<file path="config.mk">
export PLATFORM = sky130hd
export DESIGN_NAME = gpio_port_regs
export DESIGN_NICKNAME = d
export VERILOG_FILES = /design/src/rtl/gpio_port_pkg.sv /design/src/rtl/gpio_addr_decode.sv /design/src/rtl/gpio_cfg_slot.sv /design/src/rtl/gpio_odata_ctrl.sv /design/src/rtl/gpio_port_regs.sv
export SDC_FILE = /design/constraint.sdc
export NUM_CORES = 1
export LEC_CHECK = 0
export BUFFER_PORTS_ARGS = -buffer_cell sky130_fd_sc_hd__buf_4
export CAP_MARGIN = 10
export CORE_UTILIZATION = 39
export DETAILED_ROUTE_END_ITERATION = 8
export SLEW_MARGIN = 20
export SYNTH_ARGS = -nofsm -noshare
export SYNTH_HDL_FRONTEND = slang
export SYNTH_SLANG_ARGS = --single-unit
export TNS_END_PERCENT = 5
</file>
<file path="constraint.sdc">
create_clock -name clk -period 3.4 [get_ports clk]
set_clock_uncertainty 0.05 [all_clocks]
set_input_delay 0.51 -clock clk [delete_from_list [all_inputs] [get_ports clk]]
set_output_delay 0.51 -clock clk [all_outputs]
set_load 0.03 [all_outputs]
</file>
<file path="src/rtl/gpio_port_pkg.sv">
package gpio_port_pkg;
  localparam int REG_W = 32;
  localparam int HALF_W = REG_W / 2;
  localparam int NSLOT = 8;

  // byte offsets
  localparam int OFF_MODE  = 'h00;
  localparam int OFF_OTYPE = 'h04;
  localparam int OFF_SPEED = 'h08;
  localparam int OFF_PULL  = 'h0C;
  localparam int OFF_IDR   = 'h10;
  localparam int OFF_ODR   = 'h14;
  localparam int OFF_BSR   = 'h18;
  localparam int OFF_LOCK  = 'h1C;
  localparam int OFF_AFLO  = 'h20;
  localparam int OFF_AFHI  = 'h24;
  localparam int OFF_CLR   = 'h28;
  localparam int OFF_ANA   = 'h2C;
  localparam int LAST_WORD = OFF_ANA / 4;

  // plain storage slots
  typedef enum int {
    SL_MODE = 0, SL_OTYPE = 1, SL_SPEED = 2, SL_PULL = 3,
    SL_LOCK = 4, SL_AFLO = 5, SL_AFHI = 6, SL_ANA = 7
  } slot_e;

  function automatic logic [REG_W-1:0] slot_mask(int s, int npins);
    logic [REG_W-1:0] narrow;
    narrow = (REG_W'(1) << npins) - REG_W'(1);
    if (s == SL_OTYPE || s == SL_LOCK || s == SL_ANA) return narrow;
    return '1;
  endfunction

  function automatic logic [REG_W-1:0] slot_rst(int s, logic [REG_W-1:0] mode_r,
                                                logic [REG_W-1:0] speed_r,
                                                logic [REG_W-1:0] pull_r);
    if (s == SL_MODE)  return mode_r;
    if (s == SL_SPEED) return speed_r;
    if (s == SL_PULL)  return pull_r;
    return '0;
  endfunction
endpackage

</file>
<file path="src/rtl/gpio_addr_decode.sv">
module gpio_addr_decode
  import gpio_port_pkg::*;
#(
  parameter int AW = 10
) (
  input  logic [AW-1:0]    addr_i,
  output logic [NSLOT-1:0] slot_sel_o,
  output logic             idr_sel_o,
  output logic             odr_sel_o,
  output logic             bsr_sel_o,
  output logic             clr_sel_o,
  output logic             hit_o
);
  logic aligned;
  logic [AW-3:0] word;

  assign aligned = (addr_i[1:0] == 2'b00);
  assign word    = addr_i[AW-1:2];

  always_comb begin
    slot_sel_o = '0;
    idr_sel_o  = 1'b0;
    odr_sel_o  = 1'b0;
    bsr_sel_o  = 1'b0;
    clr_sel_o  = 1'b0;
    if (aligned) begin
      case (int'(word))
        OFF_MODE/4:  slot_sel_o[SL_MODE]  = 1'b1;
        OFF_OTYPE/4: slot_sel_o[SL_OTYPE] = 1'b1;
        OFF_SPEED/4: slot_sel_o[SL_SPEED] = 1'b1;
        OFF_PULL/4:  slot_sel_o[SL_PULL]  = 1'b1;
        OFF_IDR/4:   idr_sel_o = 1'b1;
        OFF_ODR/4:   odr_sel_o = 1'b1;
        OFF_BSR/4:   bsr_sel_o = 1'b1;
        OFF_LOCK/4:  slot_sel_o[SL_LOCK]  = 1'b1;
        OFF_AFLO/4:  slot_sel_o[SL_AFLO]  = 1'b1;
        OFF_AFHI/4:  slot_sel_o[SL_AFHI]  = 1'b1;
        OFF_CLR/4:   clr_sel_o = 1'b1;
        OFF_ANA/4:   slot_sel_o[SL_ANA]   = 1'b1;
        default: ;
      endcase
    end
    hit_o = (|slot_sel_o) | idr_sel_o | odr_sel_o | bsr_sel_o | clr_sel_o;
  end
endmodule

</file>
<file path="src/rtl/gpio_cfg_slot.sv">
module gpio_cfg_slot
  import gpio_port_pkg::*;
#(
  parameter logic [REG_W-1:0] RST_VAL = '0,
  parameter logic [REG_W-1:0] MASK    = '1
) (
  input  logic             clk,
  input  logic             rst_n,
  input  logic             we_i,
  input  logic [REG_W-1:0] d_i,
  output logic [REG_W-1:0] q_o
);
  always_ff @(posedge clk or negedge rst_n) begin
    if (!rst_n)    q_o <= RST_VAL & MASK;
    else if (we_i) q_o <= d_i & MASK;
  end
endmodule

</file>
<file path="src/rtl/gpio_odata_ctrl.sv">
module gpio_odata_ctrl
  import gpio_port_pkg::*;
#(
  parameter int NPINS = 16
) (
  input  logic             clk,
  input  logic             rst_n,
  input  logic [REG_W-1:0] d_i,
  input  logic             load_i,
  input  logic             setclr_i,
  input  logic             clr_i,
  output logic [NPINS-1:0] q_o
);
  logic [NPINS-1:0] lo_bits, hi_bits, nxt;

  assign lo_bits = d_i[NPINS-1:0];
  assign hi_bits = d_i[HALF_W +: NPINS];

  always_comb begin
    nxt = q_o;
    if (load_i)        nxt = lo_bits;
    else if (setclr_i) nxt = (q_o & ~hi_bits) | lo_bits; // set applied last: set wins
    else if (clr_i)    nxt = q_o & ~lo_bits;
  end

  always_ff @(posedge clk or negedge rst_n) begin
    if (!rst_n) q_o <= '0;
    else        q_o <= nxt;
  end
endmodule

</file>
<file path="src/rtl/gpio_port_regs.sv">
module gpio_port_regs
  import gpio_port_pkg::*;
#(
  parameter int NPINS = 16,
  parameter int AW = 10,
  parameter logic [31:0] MODE_RST  = 32'h0,
  parameter logic [31:0] SPEED_RST = 32'h0,
  parameter logic [31:0] PULL_RST  = 32'h0
) (
  input  logic             clk,
  input  logic             rst_n,
  input  logic [AW-1:0]    addr_i,
  input  logic             wr_en_i,
  input  logic [31:0]      wr_data_i,
  input  logic             rd_en_i,
  output logic [31:0]      rd_data_o,
  output logic             err_o,
  input  logic [NPINS-1:0] pin_lvl_i,
  output logic [31:0]      mode_o,
  output logic [NPINS-1:0] otype_o,
  output logic [31:0]      speed_o,
  output logic [31:0]      pull_o,
  output logic [NPINS-1:0] odata_o
);
  logic [NSLOT-1:0] slot_sel;
  logic idr_sel, odr_sel, bsr_sel, clr_sel, hit;
  logic [REG_W-1:0] slot_q [NSLOT];
  logic [NPINS-1:0] idr_q;
  logic [NPINS-1:0] odr_q;

  gpio_addr_decode #(.AW(AW)) dec_i (
    .addr_i(addr_i), .slot_sel_o(slot_sel), .idr_sel_o(idr_sel),
    .odr_sel_o(odr_sel), .bsr_sel_o(bsr_sel), .clr_sel_o(clr_sel), .hit_o(hit)
  );

  for (genvar g = 0; g < NSLOT; g++) begin : g_slot
    gpio_cfg_slot #(
      .RST_VAL(slot_rst(g, MODE_RST, SPEED_RST, PULL_RST)),
      .MASK(slot_mask(g, NPINS))
    ) slot_i (
      .clk(clk), .rst_n(rst_n), .we_i(wr_en_i & slot_sel[g]),
      .d_i(wr_data_i), .q_o(slot_q[g])
    );
  end

  gpio_odata_ctrl #(.NPINS(NPINS)) odr_i (
    .clk(clk), .rst_n(rst_n), .d_i(wr_data_i),
    .load_i(wr_en_i & odr_sel), .setclr_i(wr_en_i & bsr_sel),
    .clr_i(wr_en_i & clr_sel), .q_o(odr_q)
  );

  always_ff @(posedge clk or negedge rst_n) begin
    if (!rst_n) begin
      idr_q <= '0;
      err_o <= 1'b0;
    end else begin
      idr_q <= pin_lvl_i;
      err_o <= (wr_en_i | rd_en_i) & ~hit;
    end
  end

  always_comb begin
    rd_data_o = '0;
    if (rd_en_i) begin
      for (int s = 0; s < NSLOT; s++)
        if (slot_sel[s]) rd_data_o = slot_q[s];
      if (idr_sel) rd_data_o = REG_W'(idr_q);
      if (odr_sel) rd_data_o = REG_W'(odr_q);
    end
  end

  assign mode_o  = slot_q[SL_MODE];
  assign speed_o = slot_q[SL_SPEED];
  assign pull_o  = slot_q[SL_PULL];
  assign otype_o = slot_q[SL_OTYPE][NPINS-1:0];
  assign odata_o = odr_q;
endmodule

</file>
==> metrics.md, run 1 <==
| Metric | Value |
|---|---|
| Status | `completed` |
| LEAKAGE | `7.486 nW` |
| CP Launch Type | `primary input` |
| Post-Layout Cell Count | `1611` |
| Antenna Nets Post-Route | `0` |
| Core Area | `0.02972 mm^2` |
| Max Freq | `0.3119 GHz` |
| First-pass GRT wire length | `58930 um` |
| Worst path max stage delay | `0.52 ns` |
| CTS resizes | `0` |
| Sequential power share | `46.7%` |
| Most frequent cells in the layout | `buf_4 (281), dfrtp_1 (241), mux2_2 (145)` |
| Number of DRC markers in iteration 0 | `777` |
| Slowest CP cell | `or4_1` |
| Number of synthesized flops with an enable pin | `0` |
| GRT Util Overall | `25.12%` |
| Cell Area, Synth | `0.01182 mm^2` |
| Total power | `6.347 mW` |
| Multi-input gate area in the final layout | `0.005374 mm^2` |
| Layout area overhead | `26.79%` |
| Largest net degree at the start of global routing | `82` |
| Die footprint | `0.03101 mm^2` |
| Total congestion overflow | `0` |
| Fin. max-slew vios | `0` |
| Fin crit period | `3.206 ns` |
| Starting density of the core | `39.78%` |
| Synth Warn # | `0` |
| CP delay by family, top | `simple AND/OR/NAND/NOR gates` |
| RSZ-0062 raised after global routing | `false` |
| Comb power frac | `7.7%` |
| CTS tree | `done` |
| Post-synthesis cell count | `973` |
| P_int | `4.793 mW` |
| Worst path cell trace | `buf_4 > or4_1 > buf_4 > or3_1 > o22a_1 > a211oi_1 > buf_4` |
| Dpl cells | `1561` |
| Main synth FF type | `dfrtp_1` |
| Post-DP HPWL | `27340 um` |
| Max FO, Critical Path | `12` |
| Nets@finish | `1263` |
| Worst hold path class | `in -> reg` |
| DR WL/cell | `24.28 um` |
| Drt total wl | `39110 um` |
| Vias in the first global route | `9305` |
| Syn_nets | `1035` |
| Seq cells post-synth | `241` |
| Critical Path RT | `2.84 ns` |
| Unique masters post-synth | `60` |
| Worst-Skew Late Latency | `0.54 ns` |
| Via density | `5.731` |
| CTS H-tree depth | `1` |
| Initial antenna violation count | `1` |
| Number of fill cells | `2652` |
| Relative slew slack | `55.06%` |
| Die Span Y | `176.1 um` |
| Worst ir drop on vdd | `0.4132 mV` |
| Fin. Hold Viols | `0` |
| Setup TNS | `0 ns` |
| Root buf cell | `clkbuf_16` |
| Ys async rst share | `100.0%` |
| Syn avg cell area | `12.15 um^2` |
| Maximum clock insertion buffer count | `3` |
| Sw frac | `24.48%` |
| Sequential cell area | `0.006031 mm^2` |
| Worst setup margin | `0.1938 ns` |
| CP Buf/Inv Count | `3` |
| I/O Buffers | `222` |
| Post-CTS Setup Inserts | `0` |
| Clock transition at path regs | `0.06 ns` |
| I/O pin count | `223` |
| Row count | `63` |
| # hold bufs at CTS | `1` |
| Post-route design area | `0.01499 mm^2` |
| Period utilization | `94.30%` |
| Arrival @ worst endpoint | `2.65 ns` |
| Cts bufs inserted | `27` |
| Clock power frac | `45.6%` |
| Crit path top cell by count | `buf_4` |
| Seq/Total Area, Yosys | `51.02%` |
| Max_cap viols | `0` |
| Die W | `176.1 um` |
| P_sw | `1.553 mW` |
| RePlAce Congestion | `0.8999` |
| DR pass1 iterations | `5` |
| Kind of end point of the critical path | `primary output` |
| Measured slew at the worst slew-check pin | `0.6742 ns` |
| # DRC | `0` |
| Placed Area | `0.01411 mm^2` |
| WS Path Type | `in -> out` |
| Clock Sinks | `241` |
| Number of diodes | `0` |
| Final Setup Violations | `0` |
| Total number of vias | `9232` |
| Share of layout cells above drive strength 1 | `45.37%` |
| Commonest non-fill, non-tap cell in the layout | `buf_4` |
| Dpl ws | `0.2426 ns` |
| Pwr Density | `423.5 mW/mm^2` |
worst reg2reg max path: stages, from the launching register on:
cell	delay, ns
dfrtp_1	0.51
a21oi_1	0.07
a211oi_1	0.21
flip-flops by register name, indices dropped and copies added, names as in the netlist:
signal and flops:
g_slot.slot_i.q_o 208, err_o 1, idr_q 16, odr_i.q_o 16
worst paths after layout:
path / startpoint / end / slack [ns] / depth (start not counted)
worst min-delay path: pin_lvl_i[14] / idr_q[14] / 0.03 / 1
worst min register to register: g_slot[7].slot_i.q_o[13] / g_slot[7].slot_i.q_o[13] / 0.45 / 1
min in group asynchronous: rst_n / g_slot[3].slot_i.q_o[5] / 0.49 / 2
worst max-delay path: addr_i[7] / rd_data_o[15] / 0.19 / 7
worst max register to register: odr_i.q_o[3] / odr_i.q_o[3] / 2.47 / 2
max in group asynchronous: rst_n / err_o / 2.00 / 3
per-layer routing:
layer / GRT usage [%] / wire length (um)
met2: 38.78 / 17970
met1: 36.76 / 17810
met5: 0 / 12
met4: 6.703 / 875
met3: 3.596 / 2442
logic make-up after synthesis:
family / after synthesis / synth area share [%]
AO/OA/AOI/OAI: 250 / 14.51
flip-flops: 241 / 51.02
multiplexers: 226 / 23.24
AND/OR/NAND/NOR: 164 / 7.472
buffers and inverters: 92 / 3.757
power by group through the flow:
stage	clock network (mW)	registers [mW]	logic [mW]
global route	3.06	2.97	0.523
global placement	0	3.01	0.485
detailed placement	0	3.01	0.489
CTS	2.94	2.96	0.492
finish	2.89	2.96	0.489
floorplan	0	3.05	0.171
cell usage after synthesis (7+ instances only):
library cell | count | share of area (%)
dfrtp_1 | 241 | 51
mux2_2 | 145 | 14
mux2_4 | 60 | 7.6
o21ai_0 | 49 | 2.1
nor2_1 | 48 | 1.5
clkbuf_1 | 47 | 1.5
a21oi_1 | 44 | 1.9
buf_2 | 31 | 1.3
o22ai_1 | 31 | 1.6
nand2_1 | 27 | 0.86
nor2b_1 | 24 | 1.3
a211oi_1 | 23 | 1.5
a221oi_1 | 19 | 1.4
mux2i_1 | 18 | 1.5
nor3_1 | 17 | 0.72
a22o_1 | 16 | 1.2
o22a_1 | 14 | 1.0
o221ai_1 | 8 | 0.59
buf_6 | 7 | 0.67
nand3_1 | 7 | 0.30
per-stage QoR:
stage	hold slack, ns	util (%)
2_1_floorplan	0.1644	-
3_3_place_gp	0.4313	47.49
3_5_place_dp	0.4381	47.49
4_1_cts	0.008182	50.44
5_1_grt	0.01367	50.44
6_report	0.02530	50.44
final cells by class:
cell class	instances	share of cell area, %
flip-flops and latches	241	40.24
multi-input cells	640	35.85
repair buffers	287	14.78
clock buffers	38	5.051
well taps	390	3.256
clock inverters	11	0.7263
inverters	4	0.1002
No activity file was read; power rests on OpenSTA's default activity.
==> run 2: changes to the inputs <==
--- a/config.mk
+++ b/config.mk
@@ -7,7 +7,7 @@
 export LEC_CHECK = 0
 export BUFFER_PORTS_ARGS = -buffer_cell sky130_fd_sc_hd__buf_4
 export CAP_MARGIN = 10
-export CORE_UTILIZATION = 39
+export CORE_UTILIZATION = 24
 export DETAILED_ROUTE_END_ITERATION = 8
 export SLEW_MARGIN = 20
 export SYNTH_ARGS = -nofsm -noshare
==> run 2 against run 1 <==
- via count is 0.87% higher
- sequential share of layout area decreased by 1.5 points
- global-route usage down 7.7 points
- setup slack worse by 0.10 ns
- cell area is 4.0% higher
- critical endpoint is now rd_data_o[0]
- largest power group is now clock
- highest routed layer unchanged
==> metrics.md, run 2 (synthesis results as in run 1) <==
| Metric | Value |
|---|---|
| RSZ-0062 raised after global routing | `false` |
| Total number of vias | `9312 (+0.87%)` |
| Clock power frac | `46.3% (+0.7 points)` |
| Worst hold path class | `in -> reg` |
| Flop2flop setup slack | `2.51 ns (+0.04 ns)` |
| Vias in the first global route | `9554 (+2.7%)` |
| Maximum clock insertion buffer count | `3 (unchanged)` |
| Period utilization | `97.27% (+3.0 points)` |
| Commonest non-fill, non-tap cell in the layout | `buf_4` |
| Max Freq | `0.3024 GHz (-3.1%)` |
| Post-DP HPWL | `31750 um (+16%)` |
| DR WL/cell | `23.35 um (-3.8%)` |
| # DRC | `0 (unchanged)` |
| Nets@finish | `1281 (+1.4%)` |
| Setup TNS | `0 ns (unchanged)` |
| Max reg flops | `208 (unchanged)` |
| Via density | `4.906 (-14%)` |
| Row count | `80 (+27%)` |
| Total congestion overflow | `0 (unchanged)` |
| Layout area overhead | `31.82%` |
| Final Setup Violations | `0 (unchanged)` |
| Most frequent cells in the layout | `buf_4 (281), dfrtp_1 (241), mux2_2 (145)` |
| Die W | `223.9 um (+27%)` |
| Sequential power share | `45.7% (-1.0 points)` |
| I/O Buffers | `222 (unchanged)` |
| Share of layout cells above drive strength 1 | `45.53% (+0.16 points)` |
| CTS tree | `done` |
| Initial antenna violation count | `3 (+2)` |
| Slowest CP cell | `or4_1` |
| Number of DRC markers in iteration 0 | `650 (-16%)` |
| WS Path Type | `in -> out` |
| RePlAce Congestion | `0.9013 (+0.16%)` |
| Drt total wl | `44310 um (+13%)` |
| CTS H-tree depth | `1 (unchanged)` |
| Post-route design area | `0.01558 mm^2 (+4.0%)` |
| Worst ir drop on vdd | `0.4056 mV (-1.9%)` |
| Post-CTS Setup Inserts | `0 (unchanged)` |
| Max FO, Critical Path | `14 (+2)` |
| Measured slew at the worst slew-check pin | `0.6951 ns (+0.02095 ns)` |
| Largest net degree at the start of global routing | `71 (-13%)` |
| Sw frac | `25.75% (+1.3 points)` |
| Worst-Skew Late Latency | `0.58 ns (+0.04 ns)` |
| Root buf cell | `clkbuf_16` |
| Worst path max stage delay | `0.55 ns (+0.03 ns)` |
| Crit path top cell by count | `buf_4` |
| Max_cap viols | `0 (unchanged)` |
| LEAKAGE | `7.586 nW (+1.3%)` |
| Die Span Y | `223.9 um (+27%)` |
| DR pass1 iterations | `4 (-1)` |
| Fin. Hold Viols | `0 (unchanged)` |
| Clock Sinks | `241 (unchanged)` |
| Largest registers | `g_slot.slot_i.q_o: 208 flops, idr_q: 16 flops, odr_i.q_o: 16 flops` |
| GRT Util Overall | `17.38% (-7.7 points)` |
| Starting density of the core | `24.55% (-15 points)` |
| Pwr Density | `415.9 mW/mm^2 (-1.8%)` |
| Status | `completed` |
| Placed Area | `0.01453 mm^2 (+2.9%)` |
| Most flops, register | `g_slot.slot_i.q_o` |
| Fin. max-slew vios | `0 (unchanged)` |
| I/O pin count | `223 (unchanged)` |
| Cts bufs inserted | `28 (+3.7%)` |
| First-pass GRT wire length | `65120 um (+11%)` |
| Antenna Nets Post-Route | `0 (unchanged)` |
| Clock transition at path regs | `0.06 ns (about the same)` |
| Die footprint | `0.05015 mm^2 (+62%)` |
| P_int | `4.812 mW (+0.39%)` |
| Core Area | `0.04815 mm^2 (+62%)` |
| Critical Path RT | `2.84 ns (about the same)` |
| Worst path cell trace | `buf_4 > or4_1 > buf_4 > nor4_1 > a211oi_1 > o211a_1 > nor3_1 > buf_4` |
| Comb power frac | `8.0% (+0.3 points)` |
| Fin crit period | `3.307 ns (+0.1010 ns)` |
| Kind of end point of the critical path | `primary output` |
| CP Launch Type | `primary input` |
| Relative slew slack | `53.66% (-1.4 points)` |
| Arrival @ worst endpoint | `2.75 ns (+0.10 ns)` |
| P_sw | `1.669 mW (+7.4%)` |
[run 2: cell types whose count changed in the layout (fill, tap and decap cells not counted), sizes merged]
cell | previous run | this run
buf | 286 | 290
bufinv | 2 | 1
clkbuf | 38 | 36
clkinv | 9 | 12
clkinvlp | 0 | 4
diode | 0 | 1
dlygate4sd3 | 1 | 14
inv | 4 | 3
[run 2: area by class of cell]
class | count | area, um^2
antenna | 1 | 2.502
fill | 4830 | 32560
timing repair buffer | 304 | 2425
clock buffer | 36 | 780.7
multi-input combinational | 640 | 5374
clock inverter | 16 | 133.9
tap | 656 | 820.8
inverter | 4 | 15.01
sequential | 241 | 6031
[run 2: timing repair]
action,4_1_cts,5_1_grt
hold endpoints to repair,78,0
hold buffers,14,0
gates resized for setup,0,0
[run 2: through the flow]
step	util, %	total power, mW	hold WS [ns]	setup slack (ns)	cells
2_1_floorplan	-	3.220	0.1644	-0.3492	973
3_5_place_dp	30.17	3.524	0.4387	0.1139	1831
6_report	32.36	6.481	0.02317	0.09283	1898
4_1_cts	32.36	6.569	0.001408	0.1028	1897
3_3_place_gp	30.17	3.516	0.4302	0.06533	1831
5_1_grt	32.36	6.725	0.001982	0.01486	1898
[run 2: final timing paths]
path                                         start  cells after the start                       end
setup / recovery                         addr_i[7]                      8              rd_data_o[0]
hold / removal                        pin_lvl_i[2]                      1                  idr_q[2]
setup reg to reg                     odr_i.q_o[12]                      2             odr_i.q_o[12]
hold reg to reg            g_slot[5].slot_i.q_o[0]                      1   g_slot[5].slot_i.q_o[0]
max in group asynchronous                    rst_n                      3  g_slot[5].slot_i.q_o[25]
min in group asynchronous                    rst_n                      2  g_slot[3].slot_i.q_o[23]
[run 2: metal layers]
metal,wire [um],GRT usage [%],vias up
li1,-,-,4139
met1,18920,22.94,4815
met2,20810,27.96,302
met3,3587,4.774,52
met4,967,4.419,4
met5,22,0,-
[run 2: critical path, delay by kind of cell]
family | cells | cell delay, ns
and+or+nand+nor | 3 | 1.28
buffers and inverters | 3 | 0.58
AOI/OAI and AO/OA | 2 | 0.35
[run 2: power by group through the flow]
| stage | combinational (mW) | clock (mW) | sequential (mW) |
|---|---|---|---|
| after CTS | 0.525 | 3.08 | 2.96 |
| after global placement | 0.504 | 0 | 3.01 |
| after floorplan | 0.171 | 0 | 3.05 |
| after global routing | 0.555 | 3.20 | 2.97 |
| final | 0.517 | 3.00 | 2.96 |
| after detailed placement | 0.510 | 0 | 3.01 |
==> run 3: changes to the inputs <==
--- a/config.mk
+++ b/config.mk
@@ -8,7 +8,9 @@
 export BUFFER_PORTS_ARGS = -buffer_cell sky130_fd_sc_hd__buf_4
 export CAP_MARGIN = 10
 export CORE_UTILIZATION = 24
+export CTS_CLUSTER_SIZE = 16
 export DETAILED_ROUTE_END_ITERATION = 8
+export RECOVER_POWER = 100
 export SLEW_MARGIN = 20
 export SYNTH_ARGS = -nofsm -noshare
 export SYNTH_HDL_FRONTEND = slang
==> run 3 against run 2 <==
- the run now ends with max-capacitance violations, max-slew violations left
- sequential cell count is the same
- via count grew 0.44%
- sequential power is essentially flat
- clock power is essentially flat
- critical path depth grew 1
- core utilization shrank 1.9 points
- hold slack gained 0.021 ns
- die area is the same
- non-clock buffer count is the same
- power shrank 0.69%
- cell area shrank 5.8%
- largest power group unchanged
- highest routed layer unchanged
==> metrics.md, run 3 (synthesis results as in run 1) <==
| Metric | Value |
|---|---|
| GRT Util Overall | `17.38% (unchanged)` |
| Antenna Nets Post-Route | `0 (unchanged)` |
| Total congestion overflow | `0 (unchanged)` |
| LEAKAGE | `6.747 nW (-11%)` |
| Final Setup Violations | `0 (unchanged)` |
| Critical Path RT | `2.84 ns (about the same)` |
| Root buf cell | `clkbuf_16` |
| CP Launch Type | `primary input` |
| Measured slew at the worst slew-check pin | `2.009 ns (+1.314 ns)` |
| Largest registers | `g_slot.slot_i.q_o: 208 flops, idr_q: 16 flops, odr_i.q_o: 16 flops` |
| CTS tree | `done` |
| DR pass1 iterations | `6 (+2)` |
| Hold path cells | `1 (unchanged)` |
| CTS resizes | `0 (unchanged)` |
| Core Area | `0.04815 mm^2 (unchanged)` |
| WS Path Type | `in -> out` |
| I/O Buffers | `222 (unchanged)` |
| I/O pin count | `223 (unchanged)` |
| Period utilization | `96.73% (-0.54 points)` |
| Initial antenna violation count | `3 (unchanged)` |
| Commonest non-fill, non-tap cell in the layout | `dfrtp_1` |
| Clock power frac | `46.6% (+0.3 points)` |
| Layout area overhead | `24.14%` |
| Fin. Hold Viols | `0 (unchanged)` |
| Failing checks | `max-capacitance violations, max-slew violations` |
| Largest net degree at the start of global routing | `71 (unchanged)` |
| Most frequent cells in the layout | `dfrtp_1 (241), clkbuf_1 (157), mux2_2 (145)` |
| P_sw | `1.661 mW (-0.45%)` |
| Drt total wl | `44060 um (-0.56%)` |
| Share of layout cells above drive strength 1 | `28.04% (-17 points)` |
| RePlAce Congestion | `0.9013 (unchanged)` |
| Comb power frac | `7.4% (-0.6 points)` |
| Via density | `4.928 (+0.44%)` |
| Fin. max-slew vios | `89 (+89)` |
| Max FO, Critical Path | `22 (+8)` |
| Flop2flop setup slack | `2.49 ns (-0.02 ns)` |
| First-pass GRT wire length | `65120 um (unchanged)` |
| Slowest CP cell | `nor4_1` |
| Vias in the first global route | `9554 (unchanged)` |
| Most flops, register | `g_slot.slot_i.q_o` |
| Reg2reg end | `g_slot[5].slot_i.q_o[30]` |
| RSZ-0062 raised after global routing | `false` |
| Row count | `80 (unchanged)` |
| Maximum clock insertion buffer count | `3 (unchanged)` |
| Cts bufs inserted | `28 (unchanged)` |
| Core Util, Final | `30.48% (-1.9 points)` |
| P_int | `4.775 mW (-0.77%)` |
| Die Span Y | `223.9 um (unchanged)` |
| Post-CTS Setup Inserts | `0 (unchanged)` |
| Clock transition at path regs | `0.05 ns (about the same)` |
| Sequential power share | `46.0% (+0.3 points)` |
| CTS H-tree depth | `1 (unchanged)` |
| Kind of end point of the critical path | `primary output` |
| Post-DP HPWL | `31750 um (unchanged)` |
| Worst ir drop on vdd | `0.4019 mV (-0.90%)` |
| Hold path startpoint | `pin_lvl_i[2]` |
| Setup TNS | `0 ns (unchanged)` |
| Arrival @ worst endpoint | `2.73 ns (-0.02 ns)` |
| R2R cell count | `1 (-1)` |
| Clock Sinks | `241 (unchanged)` |
| Worst path max stage delay | `0.47 ns (-0.08 ns)` |
| Worst path cell trace | `clkbuf_4 > nor4_1 > buf_12 > nand2_1 > clkbuf_1 > a21oi_1 > o21ai_0 > a31oi_1 > clkbuf_2` |
| Total number of vias | `9353 (+0.44%)` |
| Worst-Skew Late Latency | `0.58 ns (about the same)` |
| Status | `finished, violations left` |
| R2r startpoint | `g_slot[5].slot_i.q_o[30]` |
| Max_cap viols | `2 (+2)` |
| Max Freq | `0.3041 GHz (+0.56%)` |
| Sw frac | `25.81% (+0.061 points)` |
| Worst Hold End | `idr_q[2]` |
| Starting density of the core | `24.55% (unchanged)` |
| Die W | `223.9 um (unchanged)` |
| Die footprint | `0.05015 mm^2 (unchanged)` |
| Pwr Density | `438.6 mW/mm^2 (+5.5%)` |
| Relative slew slack | `-33.96% (-88 points)` |
| Max reg flops | `208 (unchanged)` |
| Fin crit period | `3.289 ns (-0.01828 ns)` |
| DR WL/cell | `23.21 um (-0.56%)` |
| Nets@finish | `1281 (unchanged)` |
| Number of DRC markers in iteration 0 | `665 (+2.3%)` |
| Worst hold path class | `in -> reg` |
| # DRC | `0 (unchanged)` |
## run 3: cell types whose count changed in the layout (fill, tap and decap cells not counted), moves of 12 or more
| cell | change |
|---|---|
| clkbuf_4 | +12 |
| mux2_1 | +58 |
| mux2_4 | -58 |
| buf_4 | -190 |
| clkbuf_1 | +154 |
| clkbuf_2 | +26 |
## run 3: final cells by class
cell class                 count  area (um^2)
fill                        5062        33470
sequential                   241         6031
multi-input combinational    640         5130
timing repair buffer         304         1762
tap                          656        820.8
clock buffer                  36        780.7
clock inverter                16        133.9
inverter                       4        15.01
antenna                        1        2.502
## run 3: stage by stage
stage	instances	total power [mW]	hold slack [ns]	cell area, um^2	setup slack [ns]
finish	1898	6.437	0.04375	14680	0.1111
global route	1898	6.683	0.02581	14680	0.01338
CTS	1897	6.569	0.001408	15580	0.1028
detailed placement	1831	3.524	0.4387	14530	0.1139
global placement	1831	3.516	0.4302	14530	0.06533
floorplan	973	3.220	0.1644	11820	-0.3492
## run 3: worst max-delay path: cells and delay by family
| kind | cells | cell delay, ns |
|---|---|---|
| simple gates | 2 | 0.63 |
| buf+inv | 4 | 0.91 |
| compound gates | 3 | 0.65 |
## run 3: timing repair
item | CTS | global route
endpoints found under the setup margin | 0 | 0
hold endpoints to repair | 78 | 0
hold buffers | 14 | 0
## run 3: metal layers
metal  track usage [%]  wire length, um  up-vias
met5                 0               22        -
met2             27.96            20640      301
met4             4.419             1080        4
met3             4.774             3613       67
li1                  -                -     4140
met1             22.94            18700     4841
## run 3: how the worst max path moves through the flow
stage / endpoint / depth (start not counted) / startpoint
2_1_floorplan: rd_data_o[21] / 6 / addr_i[7]
3_3_place_gp: rd_data_o[15] / 7 / addr_i[7]
3_5_place_dp: rd_data_o[15] / 7 / addr_i[7]
4_1_cts: rd_data_o[15] / 7 / addr_i[7]
5_1_grt: rd_data_o[15] / 7 / addr_i[7]
6_report: rd_data_o[11] / 9 / addr_i[7]
## run 3: power by group through the flow
stage	sequential [mW]	combinational (mW)	clock [mW]
5_1_grt	2.97	0.514	3.20
3_5_place_dp	3.01	0.510	0
6_report	2.96	0.475	3.00
3_3_place_gp	3.01	0.504	0
2_1_floorplan	3.05	0.171	0
4_1_cts	2.96	0.525	3.08
